## config.mk

```make
export PLATFORM = sky130hd
export DESIGN_NAME = ro_cache
export DESIGN_NICKNAME = d
export VERILOG_FILES = /design/src/rtl/ro_cache_pkg.sv /design/src/rtl/ro_cache_tags.sv /design/src/rtl/ro_cache_data.sv /design/src/rtl/ro_cache_fill.sv /design/src/rtl/ro_cache.sv
export SDC_FILE = /design/constraint.sdc
export NUM_CORES = 1
export LEC_CHECK = 0
export BUFFER_PORTS_ARGS = -buffer_cell sky130_fd_sc_hd__buf_4
export CAP_MARGIN = 25
export CORE_UTILIZATION = 65
export DETAILED_ROUTE_END_ITERATION = 16
export GPL_TIMING_DRIVEN = 1
export PLACE_DENSITY = 0.91
export SLEW_MARGIN = 15
export SYNTH_ARGS = -nofsm -noshare
export SYNTH_HDL_FRONTEND = slang
export SYNTH_SLANG_ARGS = --single-unit
```

## constraint.sdc

```tcl
create_clock -name clk -period 10.6 [get_ports clk]
set_clock_uncertainty 0.2 [all_clocks]
set_input_delay 2.65 -clock clk [delete_from_list [all_inputs] [get_ports clk]]
set_output_delay 2.65 -clock clk [all_outputs]
set_load 0.01 [all_outputs]
```

## src/rtl/ro_cache_pkg.sv

```systemverilog
package ro_cache_pkg;

  typedef enum logic [1:0] {
    CMD_IDLE  = 2'd0,
    CMD_READ  = 2'd1,
    CMD_FLUSH = 2'd2,
    CMD_EVICT = 2'd3
  } cmd_e;

  // flush outranks evict, evict outranks read; an invalid slot is idle
  function automatic cmd_e decode_cmd(input logic v, input logic rd,
                                      input logic fl, input logic ev);
    cmd_e c;
    c = CMD_IDLE;
    if (v) begin
      if (fl)      c = CMD_FLUSH;
      else if (ev) c = CMD_EVICT;
      else if (rd) c = CMD_READ;
    end
    return c;
  endfunction

endpackage

```

## src/rtl/ro_cache_tags.sv

```systemverilog
module ro_cache_tags #(
  parameter int WAYS  = 2,
  parameter int LINES = 2,
  parameter int TW    = 3,
  parameter int IW    = 1,
  parameter int WW    = 1
) (
  input  logic            clk,
  input  logic            rst_n,
  input  logic [IW-1:0]   lk_idx,
  input  logic [TW-1:0]   lk_tag,
  output logic [WAYS-1:0] hit_vec,
  output logic            hit,
  output logic            any_valid,
  output logic [WW-1:0]   victim,
  input  logic            flush_all,
  input  logic            evict_en,
  input  logic            clr_en,
  input  logic            set_en,
  input  logic [WW-1:0]   set_way,
  input  logic [IW-1:0]   set_idx,
  input  logic [TW-1:0]   set_tag
);

  logic [LINES-1:0][WAYS-1:0]         valid_q, valid_d;
  logic [LINES-1:0][WAYS-1:0][TW-1:0] tag_q, tag_d;
  logic [LINES-1:0][WW-1:0]           rr_q, rr_d;

  for (genvar w = 0; w < WAYS; w++) begin : g_cmp
    assign hit_vec[w] = valid_q[lk_idx][w] & (tag_q[lk_idx][w] == lk_tag);
  end

  assign hit       = |hit_vec;
  assign any_valid = |valid_q;
  assign victim    = rr_q[lk_idx];

  always_comb begin
    valid_d = valid_q;
    tag_d   = tag_q;
    rr_d    = rr_q;
    if (flush_all) valid_d = '0;
    if (evict_en)  valid_d[lk_idx] = valid_q[lk_idx] & ~hit_vec;
    if (clr_en)    valid_d[lk_idx][victim] = 1'b0;
    if (set_en) begin
      valid_d[set_idx][set_way] = 1'b1;
      tag_d[set_idx][set_way]   = set_tag;
      rr_d[set_idx] = (set_way == WW'(WAYS-1)) ? '0 : set_way + WW'(1);
    end
  end

  always_ff @(posedge clk or negedge rst_n) begin
    if (!rst_n) begin
      valid_q <= '0;
      tag_q   <= '0;
      rr_q    <= '0;
    end else begin
      valid_q <= valid_d;
      tag_q   <= tag_d;
      rr_q    <= rr_d;
    end
  end

  // no set may hold the same tag twice
  for (genvar l = 0; l < LINES; l++) begin : g_dup_l
    for (genvar i = 0; i < WAYS; i++) begin : g_dup_i
      for (genvar j = i + 1; j < WAYS; j++) begin : g_dup_j
        p_no_dup_tag_r10: assert property (@(posedge clk) disable iff (!rst_n)
          !(valid_q[l][i] && valid_q[l][j] && (tag_q[l][i] == tag_q[l][j])));
      end
    end
  end

  // a lookup never matches two ways at once
  p_single_hit_r10: assert property (@(posedge clk) disable iff (!rst_n)
    $onehot0(hit_vec));

endmodule

```

## src/rtl/ro_cache_data.sv

```systemverilog
module ro_cache_data #(
  parameter int WAYS  = 2,
  parameter int LINES = 2,
  parameter int WORDS = 4,
  parameter int DW    = 32,
  parameter int IW    = 1,
  parameter int OW    = 2,
  parameter int WW    = 1
) (
  input  logic            clk,
  input  logic            wr_en,
  input  logic [WW-1:0]   wr_way,
  input  logic [IW-1:0]   wr_idx,
  input  logic [OW-1:0]   wr_off,
  input  logic [DW-1:0]   wr_data,
  input  logic [IW-1:0]   rd_idx,
  input  logic [OW-1:0]   rd_off,
  input  logic [WAYS-1:0] rd_sel,
  output logic [DW-1:0]   rd_data
);

  localparam int PW    = WW + IW + OW;
  localparam int DEPTH = 1 << PW;

  logic [DW-1:0] mem_q [DEPTH];

  always_ff @(posedge clk) begin
    if (wr_en) mem_q[{wr_way, wr_idx, wr_off}] <= wr_data;
  end

  always_comb begin
    rd_data = '0;
    for (int w = 0; w < WAYS; w++) begin
      if (rd_sel[w]) rd_data = rd_data | mem_q[{WW'(w), rd_idx, rd_off}];
    end
  end

endmodule

```

## src/rtl/ro_cache_fill.sv

```systemverilog
module ro_cache_fill #(
  parameter int AW = 6,
  parameter int OW = 2,
  parameter int IW = 1,
  parameter int TW = 3,
  parameter int WW = 1
) (
  input  logic          clk,
  input  logic          rst_n,
  input  logic          start,
  input  logic [IW-1:0] st_idx,
  input  logic [TW-1:0] st_tag,
  input  logic [WW-1:0] st_way,
  input  logic          beat_vld,
  input  logic          beat_end,
  input  logic          beat_err,
  output logic          busy,
  output logic [AW-1:0] rd_addr,
  output logic          wr_en,
  output logic [WW-1:0] wr_way,
  output logic [IW-1:0] wr_idx,
  output logic [OW-1:0] wr_off,
  output logic          done_ok,
  output logic          done_err
);

  logic          busy_q, busy_d;
  logic [OW-1:0] beat_q, beat_d;
  logic [IW-1:0] idx_q;
  logic [TW-1:0] tag_q;
  logic [WW-1:0] way_q;
  logic          take, last;

  assign take = busy_q & beat_vld;
  assign last = take & beat_end;

  always_comb begin
    busy_d = busy_q;
    beat_d = beat_q;
    if (start) begin
      busy_d = 1'b1;
      beat_d = '0;
    end else begin
      if (take) beat_d = beat_q + OW'(1);
      if (last) busy_d = 1'b0;
    end
  end

  always_ff @(posedge clk or negedge rst_n) begin
    if (!rst_n) begin
      busy_q <= 1'b0;
      beat_q <= '0;
      idx_q  <= '0;
      tag_q  <= '0;
      way_q  <= '0;
    end else begin
      busy_q <= busy_d;
      beat_q <= beat_d;
      if (start) begin
        idx_q <= st_idx;
        tag_q <= st_tag;
        way_q <= st_way;
      end
    end
  end

  assign busy     = busy_q;
  assign rd_addr  = {tag_q, idx_q, beat_q};
  assign wr_en    = take;
  assign wr_way   = way_q;
  assign wr_idx   = idx_q;
  assign wr_off   = beat_q;
  assign done_ok  = last & ~beat_err;
  assign done_err = last & beat_err;

  // every burst begins at word offset zero
  p_burst_from_zero_r8: assert property (@(posedge clk) disable iff (!rst_n)
    $rose(busy_q) |-> (beat_q == '0));

  // the request drops right after the final beat
  p_burst_stops_r8: assert property (@(posedge clk) disable iff (!rst_n)
    (busy_q && beat_vld && beat_end) |=> !busy_q);

endmodule

```

## src/rtl/ro_cache.sv

```systemverilog
module ro_cache
  import ro_cache_pkg::*;
#(
  parameter int WAYS  = 2,
  parameter int LINES = 2,
  parameter int WORDS = 4,
  parameter int AW    = 6,
  parameter int DW    = 32
) (
  input  logic          clk,
  input  logic          rst_n,
  input  logic          req_valid,
  input  logic [AW-1:0] req_addr,
  input  logic          req_rd,
  input  logic          req_flush,
  input  logic          req_evict,
  output logic          req_hold,
  output logic          rsp_miss,
  output logic [DW-1:0] rsp_data,
  output logic          flush_done,
  output logic          fill_req,
  output logic [AW-1:0] fill_addr,
  input  logic [DW-1:0] fill_data,
  input  logic          fill_vld,
  input  logic          fill_end,
  input  logic          fill_err
);

  localparam int OW = $clog2(WORDS);
  localparam int IW = $clog2(LINES);
  localparam int TW = AW - OW - IW;
  localparam int WW = (WAYS > 1) ? $clog2(WAYS) : 1;

  // stage-2 slot
  logic          st_valid_q, st_valid_d;
  cmd_e          st_cmd_q, st_cmd_d;
  logic [AW-1:0] st_addr_q, st_addr_d;
  logic          st_load;
  logic          ack_q, ack_d;

  logic [OW-1:0] st_off;
  logic [IW-1:0] st_idx;
  logic [TW-1:0] st_tag;
  logic          is_rd, is_fl, is_ev;

  logic [WAYS-1:0] hit_vec;
  logic            hit, any_valid;
  logic [WW-1:0]   victim;
  logic            flush_all, fill_start;

  logic          fill_busy, wr_en, done_ok, done_err;
  logic [WW-1:0] wr_way;
  logic [IW-1:0] wr_idx;
  logic [OW-1:0] wr_off;

  assign st_off = st_addr_q[OW-1:0];
  assign st_idx = st_addr_q[OW +: IW];
  assign st_tag = st_addr_q[AW-1 -: TW];

  assign is_rd = st_valid_q & (st_cmd_q == CMD_READ);
  assign is_fl = st_valid_q & (st_cmd_q == CMD_FLUSH);
  assign is_ev = st_valid_q & (st_cmd_q == CMD_EVICT);

  assign rsp_miss   = is_rd & ~hit;
  assign req_hold   = (is_fl & ~ack_q) | rsp_miss;
  assign flush_all  = is_fl & ~ack_q;
  assign fill_start = rsp_miss & ~fill_busy;
  assign st_load    = ~req_hold;

  always_comb begin
    st_valid_d = req_valid;
    st_cmd_d   = decode_cmd(req_valid, req_rd, req_flush, req_evict);
    st_addr_d  = req_addr;
    ack_d      = flush_all;
  end

  always_ff @(posedge clk or negedge rst_n) begin
    if (!rst_n) begin
      st_valid_q <= 1'b0;
      st_cmd_q   <= CMD_IDLE;
      st_addr_q  <= '0;
      ack_q      <= 1'b0;
    end else begin
      ack_q <= ack_d;
      if (st_load) begin
        st_valid_q <= st_valid_d;
        st_cmd_q   <= st_cmd_d;
        st_addr_q  <= st_addr_d;
      end
    end
  end

  assign flush_done = ack_q;
  assign fill_req   = fill_busy;

  ro_cache_tags #(.WAYS(WAYS), .LINES(LINES), .TW(TW), .IW(IW), .WW(WW)) u_tags (
    .clk       (clk),
    .rst_n     (rst_n),
    .lk_idx    (st_idx),
    .lk_tag    (st_tag),
    .hit_vec   (hit_vec),
    .hit       (hit),
    .any_valid (any_valid),
    .victim    (victim),
    .flush_all (flush_all),
    .evict_en  (is_ev),
    .clr_en    (fill_start),
    .set_en    (done_ok),
    .set_way   (wr_way),
    .set_idx   (wr_idx),
    .set_tag   (fill_addr[AW-1 -: TW])
  );

  ro_cache_data #(.WAYS(WAYS), .LINES(LINES), .WORDS(WORDS), .DW(DW),
                  .IW(IW), .OW(OW), .WW(WW)) u_data (
    .clk     (clk),
    .wr_en   (wr_en),
    .wr_way  (wr_way),
    .wr_idx  (wr_idx),
    .wr_off  (wr_off),
    .wr_data (fill_data),
    .rd_idx  (st_idx),
    .rd_off  (st_off),
    .rd_sel  (hit_vec),
    .rd_data (rsp_data)
  );

  ro_cache_fill #(.AW(AW), .OW(OW), .IW(IW), .TW(TW), .WW(WW)) u_fill (
    .clk      (clk),
    .rst_n    (rst_n),
    .start    (fill_start),
    .st_idx   (st_idx),
    .st_tag   (st_tag),
    .st_way   (victim),
    .beat_vld (fill_vld),
    .beat_end (fill_end),
    .beat_err (fill_err),
    .busy     (fill_busy),
    .rd_addr  (fill_addr),
    .wr_en    (wr_en),
    .wr_way   (wr_way),
    .wr_idx   (wr_idx),
    .wr_off   (wr_off),
    .done_ok  (done_ok),
    .done_err (done_err)
  );

  // a held stage keeps its operation
  p_hold_keeps_slot_r1: assert property (@(posedge clk) disable iff (!rst_n)
    req_hold |=> ($stable(st_valid_q) && $stable(st_cmd_q) && $stable(st_addr_q)));

  // acknowledge only after the tag store is empty
  p_ack_after_clear_r4: assert property (@(posedge clk) disable iff (!rst_n)
    $rose(flush_done) |-> !any_valid);

  // acknowledge only while a flush sits in stage 2
  p_ack_with_flush_r4: assert property (@(posedge clk) disable iff (!rst_n)
    flush_done |-> is_fl);

  // the waiting read hits right after a clean final beat
  p_hit_after_fill_r5: assert property (@(posedge clk) disable iff (!rst_n)
    done_ok |=> !rsp_miss);

  // a failed burst leaves the waiting read missing
  p_miss_after_err_r9: assert property (@(posedge clk) disable iff (!rst_n)
    done_err |=> rsp_miss);

endmodule

```

==> summary.md <==
| Metric | Value |
|---|---|
| Cells after Synth | `947` |
| Wirelength, routed | `48200 µm` |
| Power Density | `221 nW/µm²` |
| Clock share of power | `35.1%` |
| CTS Root Cell | `clkbuf_16` |
| Relative slew margins | `36.1%` |
| Hold Path Class | `reg -> reg` |
| Clock buffer depth | `3` |
| Antenna violations before repair | `3` |
| Post-synthesis cell area | `between 20000 and 25000 µm²` |
| Via/cell ratio | `6.85` |
| Data arrival, critical path | `3660 ps` |
| Post-synth top cells | `512 x edfxtp_1, 128 x mux4_2, 70 x mux2i_1` |
| R2R depth | `6` |
| Leakage power total | `8.17 nW` |
| Total grt overflow | `0` |
| Wire length of the first global-routing pass | `71100 µm` |
| Syn_area_per_cell | `22.3 µm²` |
| Sequential Area | `~16000 µm²` |
| Sw Ratio | `25.1%` |
| Top FF cell, synth | `edfxtp_1` |
| DP HPWL | `between 20000 and 25000 µm` |
| Area Overhead vs Synth | `14.3%` |
| Crit Path Category | `reg -> out` |
| Synth cell types | `36` |
| Crit end category | `output port` |
| Synthesis-stage register bit count | `548` |
| Max Cap Viol | `0` |
| Die Height | `182 µm` |
| Status | `complete, no violations` |
| Comb power frac | `between 10% and 20%` |
| CTS tree | `yes` |
| Final hold slack | `a little over 300 ps` |
| Die width | `roughly 180 µm` |
| Post-synth EDFFs | `512` |
| Internal power | `approximately 4.0 mW` |
| Tot GR Track Use | `between 30% and 40%` |
| Hold Path Stages | `1` |
| CTS Sinks | `between 500 and 600` |
| Initial drt markers | `1207` |
| CTS Buf Count | `52` |
| Worst skew pair latency | `570 ps` |
| Critical path data required time | `just under 8000 ps` |
| CP Max Fanout | `48` |
| Tmin final | `between 6000 and 7000 ps` |
| Startpoint types | `flop` |
| Flop pwr share | `48.4%` |
| DRC | `0` |
| RSZ-0062 raised after global routing | `no` |
| Most instantiated library cell after synthesis | `edfxtp_1` |
| Top cells by area, synth | `edfxtp_1 73%, mux4_2 14%, dfrtp_1 4.3%` |
| Post-CTS Hold Buffers | `0` |
| H-tree depth | `2` |
| Fraction of the cycle the final worst path needs | `61.5%` |
| Share of layout cells above drive strength 1 | `33.3%` |
| Final hold vios | `0` |
| Rows | `65` |
| Vias in the first global route | `11131` |
| Detail Route Antenna Nets | `0` |
| Routability cong. | `about 0.74` |
| Layout net count | `1113` |
| Worst VDD drop | `0.188 mV` |
| Syn Nets | `998` |
| Routed via count | `10568` |
| FILL cells | `1584` |
| Core box area | `31800 µm²` |
| DR WL/cell | `31.2 µm` |
| Multi-input gate area | `4710 µm²` |
| Initial Utilization | `66.5%` |
| CTS resizes | `0` |
| Yosys warns | `0` |
| Worst Max-Slew Pin Slew | `959 ps` |
| Largest net degree at the start of global routing | `50` |
| First drt pass iteration count | `5` |
| Post-CTS Setup Inserts | `0` |
| Die area | `33200 µm²` |
| Setup violations, final | `0` |
| Post-synth top area cell | `edfxtp_1` |
| Fin Setup TNS | `0 ps` |
| Switching power | `1.34 mW` |
| Reg clk slew, reported paths | `70 ps` |
| Fraction of registers with async set/reset | `6.57%` |
| Top cell type's share of synthesized area | `72.7%` |
| Max Freq | `154 MHz` |
| # IOs | `89` |
| Port Buf Inserts | `88` |
| Max Slew Vio Count | `0` |
| Post-synthesis sequential area ratio | `77.0%` |
==> flip-flops by register name, summed over array words and instances, names as in the netlist <==
register,flops
st_addr_q,6
u_fill.busy,1
u_tags.tag_q,12
u_tags.valid_q,4
u_fill.wr_way,1
u_fill.wr_off,2
u_tags.rr_q,2
flush_done,1
u_fill.tag_q,3
u_data.mem_q,512
st_valid_q,1
st_cmd_q,2
u_fill.wr_idx,1
==> area by class of cell <==
type	instances	share of cell area [%]
well taps	435	2.25
inverters	7	0.119
diodes	3	0.0311
flip-flops and latches	548	67.4
clock buffers	58	5.61
clock inverters	39	1.55
repair buffers	112	3.56
multi-input cells	341	19.5
==> per-layer routing <==
layer	vias to the layer above	GRT usage [%]	part of all wire (%)
li1	4210	-	-
met1	5432	39.7	36
met2	768	49.7	50
met3	158	6.51	10
met4	0	14.6	4.4
met5	-	0	0
==> worst paths after layout <==
path	slack [ps]	from	to
max	4090	st_addr_q[0]	rsp_data[8]
min	310	u_tags.tag_q[3]	u_tags.tag_q[3]
max reg2reg	7500	st_addr_q[2]	u_tags.valid_q[2]
min reg2reg	310	u_tags.tag_q[3]	u_tags.tag_q[3]
max in group asynchronous	7990	rst_n	st_addr_q[1]
min in group asynchronous	1840	rst_n	u_tags.tag_q[10]
==> cell usage in the layout, fill, tap and decap left out, drive strengths merged, types with 2 or more instances in the layout <==
master  netlist  layout
nand3         7       7
o22a          2       2
or3           2       2
xor2          7       7
buf          20     112
diode         0       3
inv           7      10
nand2b        5       5
nand4         2       2
ha            4       4
o22ai        33      33
bufinv        0       7
dfrtp        36      36
nor2         15      15
nor3          6       6
o31ai         2       2
edfxtp      512     512
mux2i        70      70
mux2         24      24
o311a         3       3
clkinv        0      28
clkbuf       31      58
nand2        17      17
nand4b        2       2
o21ai         4       4
mux4        128     128
==> logic make-up (layout without fill, tap and decap cells) <==
group | after synthesis | after routing | share of synthesized area (%)
xor+xnor | 7 | 7 | 0.290
other cells | 0 | 3 | 0
buf+inv | 58 | 216 | 1.20
flops | 548 | 548 | 77.0
simple gates | 58 | 58 | 1.37
compound gates | 50 | 50 | 1.66
fa+ha+maj | 4 | 4 | 0.237
mux | 222 | 222 | 18.2
==> critical path: stages, from the launching register on <==
cell and delay, ps:
dfrtp_4 890, buf_4 840, mux4_2 670, mux2i_1 220
o22ai_1 170, buf_4 210
==> per-stage QoR <==
| stage | area [µm²] | total power, mW | util, % | instances | setup WS [ps] |
|---|---|---|---|---|---|
| 2_1_floorplan | 21100 | 3.24 | - | 947 | 4620 |
| 3_3_place_gp | 22400 | 3.44 | 70.4 | 1442 | 4780 |
| 3_5_place_dp | 22400 | 3.49 | 70.5 | 1443 | 4660 |
| 4_1_cts | 24200 | 5.37 | 76.0 | 1540 | 4010 |
| 5_1_grt | 24200 | 5.50 | 76.0 | 1541 | 3870 |
| 6_report | 24200 | 5.34 | 76.0 | 1543 | 4090 |
==> power by group through the flow <==
stage               Sequential [mW]  Combinational [mW]  Clock, mW
finish                         2.58               0.885       1.87
global route                   2.60               0.938       1.96
CTS                            2.58               0.892       1.89
detailed placement             2.62               0.865          0
global placement               2.61               0.827          0
floorplan                      2.55               0.690          0
(Power assumes the default switching activity.)
